--- src/rtl/refsch_pkg.sv ---
package refsch_pkg;

    // Largest number of refreshes that may be postponed.
    localparam int unsigned OWED_MAX = 8;
    localparam int unsigned OWED_W   = $clog2(OWED_MAX + 1);

    typedef logic [OWED_W-1:0] owed_t;

    localparam owed_t OWED_FULL = owed_t'(OWED_MAX);
    localparam owed_t OWED_NONE = owed_t'(0);
    localparam owed_t OWED_ONE  = owed_t'(1);

    // Debt state carried between the tracker and the request logic.
    typedef struct packed {
        owed_t owed;
        logic  drain;
    } debt_state_t;

    // Which request the block presents in a cycle.
    typedef enum logic [1:0] {
        REQ_NONE   = 2'd0,
        REQ_OPP    = 2'd1,
        REQ_URGENT = 2'd2
    } req_kind_t;

    // Next tally given one interval end and one accepted grant.
    function automatic owed_t owed_step(owed_t cur, logic tick, logic take);
        owed_t nxt;
        nxt = cur;
        unique case ({tick, take})
            2'b10:   nxt = (cur == OWED_FULL) ? cur : cur + OWED_ONE;
            2'b01:   nxt = (cur == OWED_NONE) ? cur : cur - OWED_ONE;
            default: nxt = cur;
        endcase
        return nxt;
    endfunction

endpackage

--- src/rtl/refsch_interval_timer.sv ---
module refsch_interval_timer #(
    parameter int unsigned CNT_W = 16
) (
    input  logic             clk,
    input  logic             rst,
    input  logic [CNT_W-1:0] cfg_interval,
    input  logic             hot,
    output logic             tick
);
    localparam logic [CNT_W:0] STEP = (CNT_W + 1)'(1);

    logic [CNT_W-1:0] cnt_q;
    logic [CNT_W-1:0] limit;
    logic [CNT_W:0]   cnt_inc;

    // At high temperature the period is halved.
    always_comb begin
        limit   = hot ? (cfg_interval >> 1) : cfg_interval;
        cnt_inc = {1'b0, cnt_q} + STEP;
        tick    = (cnt_inc >= {1'b0, limit});
    end

    always_ff @(posedge clk) begin
        if (rst)       cnt_q <= '0;
        else if (tick) cnt_q <= '0;
        else           cnt_q <= cnt_inc[CNT_W-1:0];
    end
endmodule

--- src/rtl/refsch_idle_filter.sv ---
module refsch_idle_filter #(
    parameter int unsigned IDLE_W = 8
) (
    input  logic              clk,
    input  logic              rst,
    input  logic [IDLE_W-1:0] cfg_len,
    input  logic              rank_idle,
    output logic              lull
);
    logic [IDLE_W-1:0] run_q;
    logic              reached;

    assign reached = (run_q >= cfg_len);
    assign lull    = rank_idle && reached;

    // Counts consecutive idle edges, saturating at the programmed length.
    always_ff @(posedge clk) begin
        if (rst || !rank_idle) run_q <= '0;
        else if (!reached)     run_q <= run_q + IDLE_W'(1);
    end
endmodule

--- src/rtl/refsch_debt_tracker.sv ---
module refsch_debt_tracker
    import refsch_pkg::*;
(
    input  logic        clk,
    input  logic        rst,
    input  logic        tick,
    input  logic        take,
    output debt_state_t st
);
    debt_state_t st_q;

    always_ff @(posedge clk) begin
        if (rst) begin
            st_q <= '{owed: OWED_NONE, drain: 1'b0};
        end else begin
            st_q.owed <= owed_step(st_q.owed, tick, take);
            // Drain mode starts at a full tally and ends once it is empty.
            if (st_q.owed == OWED_FULL)      st_q.drain <= 1'b1;
            else if (st_q.owed == OWED_NONE) st_q.drain <= 1'b0;
        end
    end

    assign st = st_q;
endmodule

--- src/rtl/refsch_busy_timer.sv ---
module refsch_busy_timer #(
    parameter int unsigned TRFC_W = 10
) (
    input  logic              clk,
    input  logic              rst,
    input  logic              start,
    input  logic [TRFC_W-1:0] cfg_trfc,
    output logic              busy
);
    logic [TRFC_W-1:0] left_q;

    always_ff @(posedge clk) begin
        if (rst)              left_q <= '0;
        else if (start)       left_q <= cfg_trfc;
        else if (left_q != 0) left_q <= left_q - TRFC_W'(1);
    end

    assign busy = (left_q != '0);
endmodule

--- src/rtl/elastic_refresh_sched.sv ---
module elastic_refresh_sched
    import refsch_pkg::*;
#(
    parameter int unsigned CNT_W  = 16,
    parameter int unsigned TRFC_W = 10,
    parameter int unsigned IDLE_W = 8
) (
    input  logic              clk,
    input  logic              rst,
    input  logic [CNT_W-1:0]  cfg_interval,
    input  logic [TRFC_W-1:0] cfg_trfc,
    input  logic [IDLE_W-1:0] cfg_idle_len,
    input  logic              rank_idle,
    input  logic              hot_flag,
    input  logic              ref_grant,
    output logic              ref_req_opp,
    output logic              ref_req_urgent,
    output logic              rank_blocked
);
    logic        tick;
    logic        lull;
    logic        busy;
    logic        take;
    logic        urgent_raw;
    logic        owed_any;
    debt_state_t debt;
    req_kind_t   kind;
    owed_t       owed_cnt;

    refsch_interval_timer #(.CNT_W(CNT_W)) interval_i (
        .clk          (clk),
        .rst          (rst),
        .cfg_interval (cfg_interval),
        .hot          (hot_flag),
        .tick         (tick)
    );

    refsch_idle_filter #(.IDLE_W(IDLE_W)) idle_i (
        .clk       (clk),
        .rst       (rst),
        .cfg_len   (cfg_idle_len),
        .rank_idle (rank_idle),
        .lull      (lull)
    );

    refsch_debt_tracker debt_i (
        .clk  (clk),
        .rst  (rst),
        .tick (tick),
        .take (take),
        .st   (debt)
    );

    refsch_busy_timer #(.TRFC_W(TRFC_W)) busy_i (
        .clk      (clk),
        .rst      (rst),
        .start    (take),
        .cfg_trfc (cfg_trfc),
        .busy     (busy)
    );

    assign owed_cnt   = debt.owed;
    assign owed_any   = (debt.owed != OWED_NONE);
    assign urgent_raw = (debt.drain && owed_any) || (debt.owed == OWED_FULL);
    assign take       = ref_grant && !busy && owed_any;

    always_comb begin
        kind = REQ_NONE;
        if (!busy) begin
            if (urgent_raw)            kind = REQ_URGENT;
            else if (owed_any && lull) kind = REQ_OPP;
        end
    end

    assign ref_req_opp    = (kind == REQ_OPP);
    assign ref_req_urgent = (kind == REQ_URGENT);
    assign rank_blocked   = busy;
endmodule

--- config.mk ---
export PLATFORM = sky130hd
export DESIGN_NAME = elastic_refresh_sched
export DESIGN_NICKNAME = d
export VERILOG_FILES = /design/src/rtl/refsch_pkg.sv /design/src/rtl/refsch_interval_timer.sv /design/src/rtl/refsch_idle_filter.sv /design/src/rtl/refsch_debt_tracker.sv /design/src/rtl/refsch_busy_timer.sv /design/src/rtl/elastic_refresh_sched.sv
export SDC_FILE = /design/constraint.sdc
export NUM_CORES = 1
export LEC_CHECK = 0
export BUFFER_PORTS_ARGS = -buffer_cell sky130_fd_sc_hd__buf_2
export CAP_MARGIN = 15
export CORE_ASPECT_RATIO = 2
export CORE_UTILIZATION = 35
export CTS_BUF_LIST = sky130_fd_sc_hd__clkbuf_8 sky130_fd_sc_hd__clkbuf_16
export CTS_CLUSTER_SIZE = 25
export DETAILED_ROUTE_END_ITERATION = 10
export HOLD_SLACK_MARGIN = 0.06
export PLACE_DENSITY = 0.53
export SETUP_SLACK_MARGIN = 0.5
export SYNTH_ARGS = -nofsm -noshare
export SYNTH_HDL_FRONTEND = slang
export SYNTH_HIERARCHICAL = 1
export SYNTH_SLANG_ARGS = --single-unit
export TNS_END_PERCENT = 5
--- constraint.sdc ---
create_clock -name clk -period 4.4 [get_ports clk]
set_input_delay 0.88 -clock clk [delete_from_list [all_inputs] [get_ports clk]]
set_output_delay 0.88 -clock clk [all_outputs]
set_load 0.05 [all_outputs]
==> Yosys cells after proc, flatten, opt, wreduce, memory -nomap -nowiden <==
Cells that the tools add are included.
{ "totals": {"inputBits": 39, "output_inout_bits": 3, "reg_bits": 39, "word_cells": 47} }
{ "op_classes": {"reduce_logical": 17, "n_lt_le_gt_ge": 2, "mux": 11, "n_addsub": 5, "n_eq_ne": 7} }
{ "op_table": {"columns": ["op", "n"], "rows": [
  ["2-to-1 mux 10 bit", 2],
  ["adder 16 x 1 -> 17 bit, second input constant", 1],
  ["greater-or-equal comparator 17 x 16 -> 1 bit", 1],
  ["2-to-1 mux 16 bit", 1],
  ["nonzero test 10 bit", 1],
  ["subtractor 10 x 1 -> 10 bit, second input constant", 1],
  ["adder 8 x 1 -> 8 bit, second input constant", 1],
  ["greater-or-equal comparator 8 bit", 1],
  ["2-to-1 mux 4 bit", 2],
  ["one-hot mux 4 bit (2 select lines)", 1],
  ["nonzero test 2 bit", 3],
  ["logical AND 1 bit", 5],
  ["adder 4 x 1 -> 4 bit, second input constant", 1],
  ["== test 2 x 1 -> 1 bit, second input constant", 2],
  ["== test 2 bit, second input constant", 2],
  ["== test 4 bit, second input constant", 1],
  ["logical NOT 4 bit", 1],
  ["2-to-1 mux 2 bit", 2],
  ["inequality test 2 bit, second input constant", 2],
  ["nonzero test 4 bit", 1],
  ["subtractor 4 x 1 -> 4 bit, second input constant", 1],
  ["2-to-1 mux 1 bit", 3],
  ["AND reduction 3 bit", 1],
  ["logical NOT 1 bit", 2],
  ["other kinds (2)", 3]
]} }

==> Depth between registers and ports, before layout <==
{ "logic_depth": {"depth_word": 7, "depth_mapped": 16, "ltp_nobuf": 16} }

==> By module <==
Netlist, hierarchy kept.
{ "by_module_without_submodules": {"columns": ["mod", "instances", "cells_each", "area_per_inst_um2"], "rows": [
  ["refsch_interval_timer", 1, 139, 1278.7],
  ["refsch_idle_filter", 1, 73, 581.8],
  ["refsch_busy_timer", 1, 68, 569.3],
  ["refsch_debt_tracker", 1, 31, 279.0],
  ["elastic_refresh_sched", 1, 7, 50.0]
]} }

==> Least setup slack after synthesis <==
No wires, ideal clock.
{ "synth_timing": {"path_kind": "input to output", "startpoint": "input cfg_idle_len[2]", "endpoint": "output ref_req_opp", "stages": 8, "path_slack_ns": 0.121, "arrival_time_ns": 3.399, "path_cell_list": "inv_1 -> ha_1 -> nand2_1 -> o21ai_1 -> a211o_1 -> buf_6 -> and2_1 -> nor4b_1"} }
{ "synth_via": {"elab_chain_cells": 7} }
{ "synth_rtl": {"columns": ["element", "line_no", "text"], "rows": [
  ["start, declared", "elastic_refresh_sched.sv:12", "input logic [IDLE_W-1:0] cfg_idle_len,"],
  ["greater-or-equal comparator 8 bit", "refsch_idle_filter.sv:13", "assign reached = (run_q >= cfg_len);"],
  ["logical AND 1 bit", "refsch_idle_filter.sv:14", "assign lull = rank_idle && reached;"],
  ["named net lull", "elastic_refresh_sched.sv:21", "logic lull;"],
  ["logical AND 1 bit", "elastic_refresh_sched.sv:71", "else if (owed_any && lull) kind = REQ_OPP;"],
  ["2-to-1 mux 1 bit", "elastic_refresh_sched.sv:71", null],
  ["2-to-1 mux 2 bit", "elastic_refresh_sched.sv:70", "if (urgent_raw) kind = REQ_URGENT;"],
  ["2-to-1 mux 2 bit", "elastic_refresh_sched.sv:69", "if (!busy) begin"],
  ["== test 2 x 1 -> 1 bit", "elastic_refresh_sched.sv:75", "assign ref_req_opp = (kind == REQ_OPP);"],
  ["end, declared", "elastic_refresh_sched.sv:16", "output logic ref_req_opp,"]
]} }
The timed path passes the listed nets, and every way through them passes these cells.

==> Worst setup path in the final report <==
{ "layout_timing": {"startpoint": "register interval_i.cnt_q[1]", "endpoint": "register debt_i.st_q (netlist bit debt_i/st[3])"} }
{ "layout_via": {"elab_chain_cells": 5, "elab_cells_between_ends": 9} }
{ "layout_rtl": {"columns": ["element", "line_no", "text"], "rows": [
  ["start, declared", "refsch_interval_timer.sv:12", "logic [CNT_W-1:0] cnt_q;"],
  ["start signal, assigned", "refsch_interval_timer.sv:26", "else cnt_q <= cnt_inc[CNT_W-1:0];"],
  ["adder 16 x 1 -> 17 bit (*)", "refsch_interval_timer.sv:19", "cnt_inc = {1'b0, cnt_q} + STEP;"],
  ["greater-or-equal comparator 17 x 16 -> 1 bit (*)", "refsch_interval_timer.sv:20", "tick = (cnt_inc >= {1'b0, limit});"],
  ["named net tick", "elastic_refresh_sched.sv:20", "logic tick;"],
  ["== test 2 x 1 -> 1 bit or == test 2 bit (tied branches)", "refsch_pkg.sv:30", "unique case ({tick, take})"],
  ["inequality test 2 bit (no source line) or nonzero test 2 bit (tied branches)", null, null],
  ["AND reduction 3 bit (no source line)", null, null],
  ["end signal, assigned", "refsch_debt_tracker.sv:14", "st_q <= '{owed: OWED_NONE, drain: 1'b0};"],
  ["end, declared", "refsch_debt_tracker.sv:10", "debt_state_t st_q;"]
]} }
Mark *: on every way through the listed nets, which the timed path passes. The rest lies on a longest branch.
A chain may end at the register's enable or synchronous reset.

==> metrics <==
Synth Area in XOR/XNOR 7.26%; arrival time worst endpoint 3.71 ns; Hold Path Stages 2; io pins 42; Min-Delay Startpoint idle_i/run_q[7]; RSZ-0062 raised after global routing no; Synth Area in Adders 12.7%; Post-synth ARST share 0%; PwrDens 358 nW/um2; CP Cell Sequence ha_2, nand4_1, nor3_2, and3_2, xor2_2, ha_1, nand4_1, nor2_2, o311ai_2, nand4_1, nand2b_4, xnor2_1, ha_1, nor3_1, o21ai_2, mux2_4; Reg-to-Reg Start interval_i/cnt_q[1]; Die Ht 128 um; Tmin final 3.53 ns; Ys Warns 6; DP HPWL 5080 um; Worst Path Buf+Inv 0; Synth Area per Inst 8.68 um2; initial antenna violation count 0; diode count 0; # clock sinks 39; routed wire length 6360 um; layout cells sized above 1 22.3%; WHS Endpoint idle_i/run_q[7]; nets@finish 431; GP Congestion 0.759; routed length per instance 13.9 um; simple-gate area share of the yosys netlist 28.0%; most frequent CP cell nand4_1; final-report max-slew violation count 0; detailed-route via count 2391; worst reg-to-reg path cell count 16; Final Cell Area 3260 um2; row cnt 45; first-pass GRT wire length 10700 um; root buffer cell clkbuf_16; IO Port Bufs 41; Crit path max-delay family simple AND/OR/NAND/NOR gates; FF+latch count, synth 39; Syn Inst Count 318; final cycle utilization of the critical path 80.3%; final hold violation count 0; DP Worst Slack 0.614 ns; total power 1170 uW; Slowest-stage cell, CP dfxtp_2; main combinational cell family by area after synthesis simple AND/OR/NAND/NOR gates; CTS tree built; Seq/Total Area, Yosys 28.3%; Post-synth top flop dfxtp_1; Multi-input gate area 1920 um2; Starting Density 36.3%; r2r setup slk 0.87 ns; number of fillers in the final layout 794; H-tree lvl count 2; peak supply drop 0.000202 V; drt first pass iters 4; die area 8260 um2; Startpoint Class flip-flop; Pleak 0.00142 uW; largest net degree at the start of global routing 23; Syn Std Cell Area 2760 um2; Worst-Margin Slew 0.629 ns; Die X 64.8 um; post-route ant nets 0; Total GRT Usage 16.9%; Setup crit end kind flip-flop; Peak Freq 283 MHz; Synth cell types 57; RR Endpoint debt_i/st[3]; Critical Setup Path Class flip-flop to flip-flop; Layout area overhead 18.1%; Core ar. 7600 um2; clk_lat worst skew 0.28 ns; number of synthesized flops with an enable pin 0; CP max stage delay 0.37 ns; CP max FO 4; Synth Area in Compound Gates 13.3%; clock-pin slew on the worst setup and hold paths 0.06 ns; Vias per Instance 5.22; Setup TNS 0 ns; Max-Cap Viols 0; Seq. cell area 782 um2; setup violators final 0; Slew headroom 57.8%; DR DRC count 0; Crit path required time 4.57 ns; GRT Residual Overflow 0; syn_nets 385; final core utilization 42.9%; Iter 0 DRT Violations 86; vias in the first global route 2442; min-delay worst type flip-flop to flip-flop; Num CTS Buffers 5; final setup skew 0.00479 ns; status finished clean; mux share of post-synthesis cell area 7.12%; Bufs on Longest Clock Path 2; DP Area 3080 um2; setup ws final 0.866 ns
layer usage:
metal	up-vias	routed length [um]	share of wire (%)	track usage, %
li1	1250	-	-	-
met1	1084	2360	37	14.8
met2	48	3660	58	34.4
met3	9	192	3.0	3.04
met4	0	150	2.4	8.37
met5	-	0	0	0
area by class of cell:
class	instances	area share, %
Tap cell	94	3.61
Timing Repair Buffer	45	7.22
Sequential cell	39	24.0
Inverter	16	1.84
Multi-Input combinational cell	257	58.9
Clock inverter	1	0.154
Clock buffer	6	4.26
timing repair:
action                     in CTS  in global routing
gates resized for setup         0                  6
setup endpoints to repair       0                  1
hold buffers                    0                  0
setup buffers                   0                  1
cell usage after synthesis (2+ instances only):
library cell / n / area (um2)
inv_1: 15 / 56.3
nand4_1: 10 / 62.6
o32ai_1: 2 / 17.5
ha_1: 28 / 350
nand2b_1: 3 / 18.8
nor2b_2: 2 / 17.5
a211oi_1: 3 / 22.5
nor4b_1: 2 / 17.5
o31ai_1: 5 / 37.5
dfxtp_1: 39 / 781
nor2b_1: 16 / 100
a211o_1: 2 / 17.5
nand2_1: 23 / 86.3
nor2_1: 24 / 90.1
or3_1: 3 / 18.8
a21oi_1: 23 / 115
and3_2: 2 / 15.0
nor3_1: 6 / 30.0
xor2_1: 10 / 87.6
o21bai_1: 2 / 15.0
nor4_1: 5 / 31.3
o21ai_0: 7 / 35.0
xnor2_1: 11 / 96.3
mux2i_1: 17 / 170
nand3_1: 14 / 70.1
a31oi_1: 2 / 12.5
and2_1: 3 / 18.8
clkbuf_1: 3 / 11.3
or4_1: 8 / 60.1
sequential cells by signal, summed over array words and instances (netlist names):
name and count:
idle_i/run_q 8, debt_i/st 5, interval_i/cnt_q 16, busy_i/left_q 10
cell families after synthesis:
kind of cell | after synthesis
buf+inv | 22
flops | 39
fa+ha+maj | 28
xor+xnor | 22
simple gates | 132
compound gates | 56
mux | 19
how the worst max path moves through the flow:
stage                             start      endpoint  depth (start not counted)
floorplan                      hot_flag  debt_i/st[3]                         14
global route        interval_i/cnt_q[1]  debt_i/st[3]                         16
detailed placement             hot_flag  debt_i/st[3]                         14
CTS                 interval_i/cnt_q[1]  debt_i/st[3]                         15
global placement               hot_flag  debt_i/st[3]                         14
finish              interval_i/cnt_q[1]  debt_i/st[3]                         16
tightest hold or removal path: cells and delay by family (launching register included):
kind / cells / cell delay (ns)
flops: 1 / 0.32
compound gates: 2 / 0.11
per-stage QoR:
stage / hold slack (ns) / cells
3_5_place_dp: 0.480 / 450
6_report: 0.479 / 458
4_1_cts: 0.487 / 457
3_3_place_gp: 0.478 / 450
2_1_floorplan: 0.456 / 318
5_1_grt: 0.523 / 458
placed cells by master, fill, tap and decap left out, drive strengths merged, types with 6 or more instances in the layout:
master  count
ha         28
inv        16
clkbuf      6
nor2       24
buf        45
xor2       11
dfxtp      39
nand2      23
xnor2      11
or4         8
a21oi      24
nand3      15
mux2i      17
nor2b      18
nand4      12
nor3        8
o21ai       9
power by group:
group          total [uW]  internal [uW]  switching, uW
Combinational         370            168            202
Clock                 357            221            136
Sequential            438            392           46.0
(Power assumes the default switching activity.)
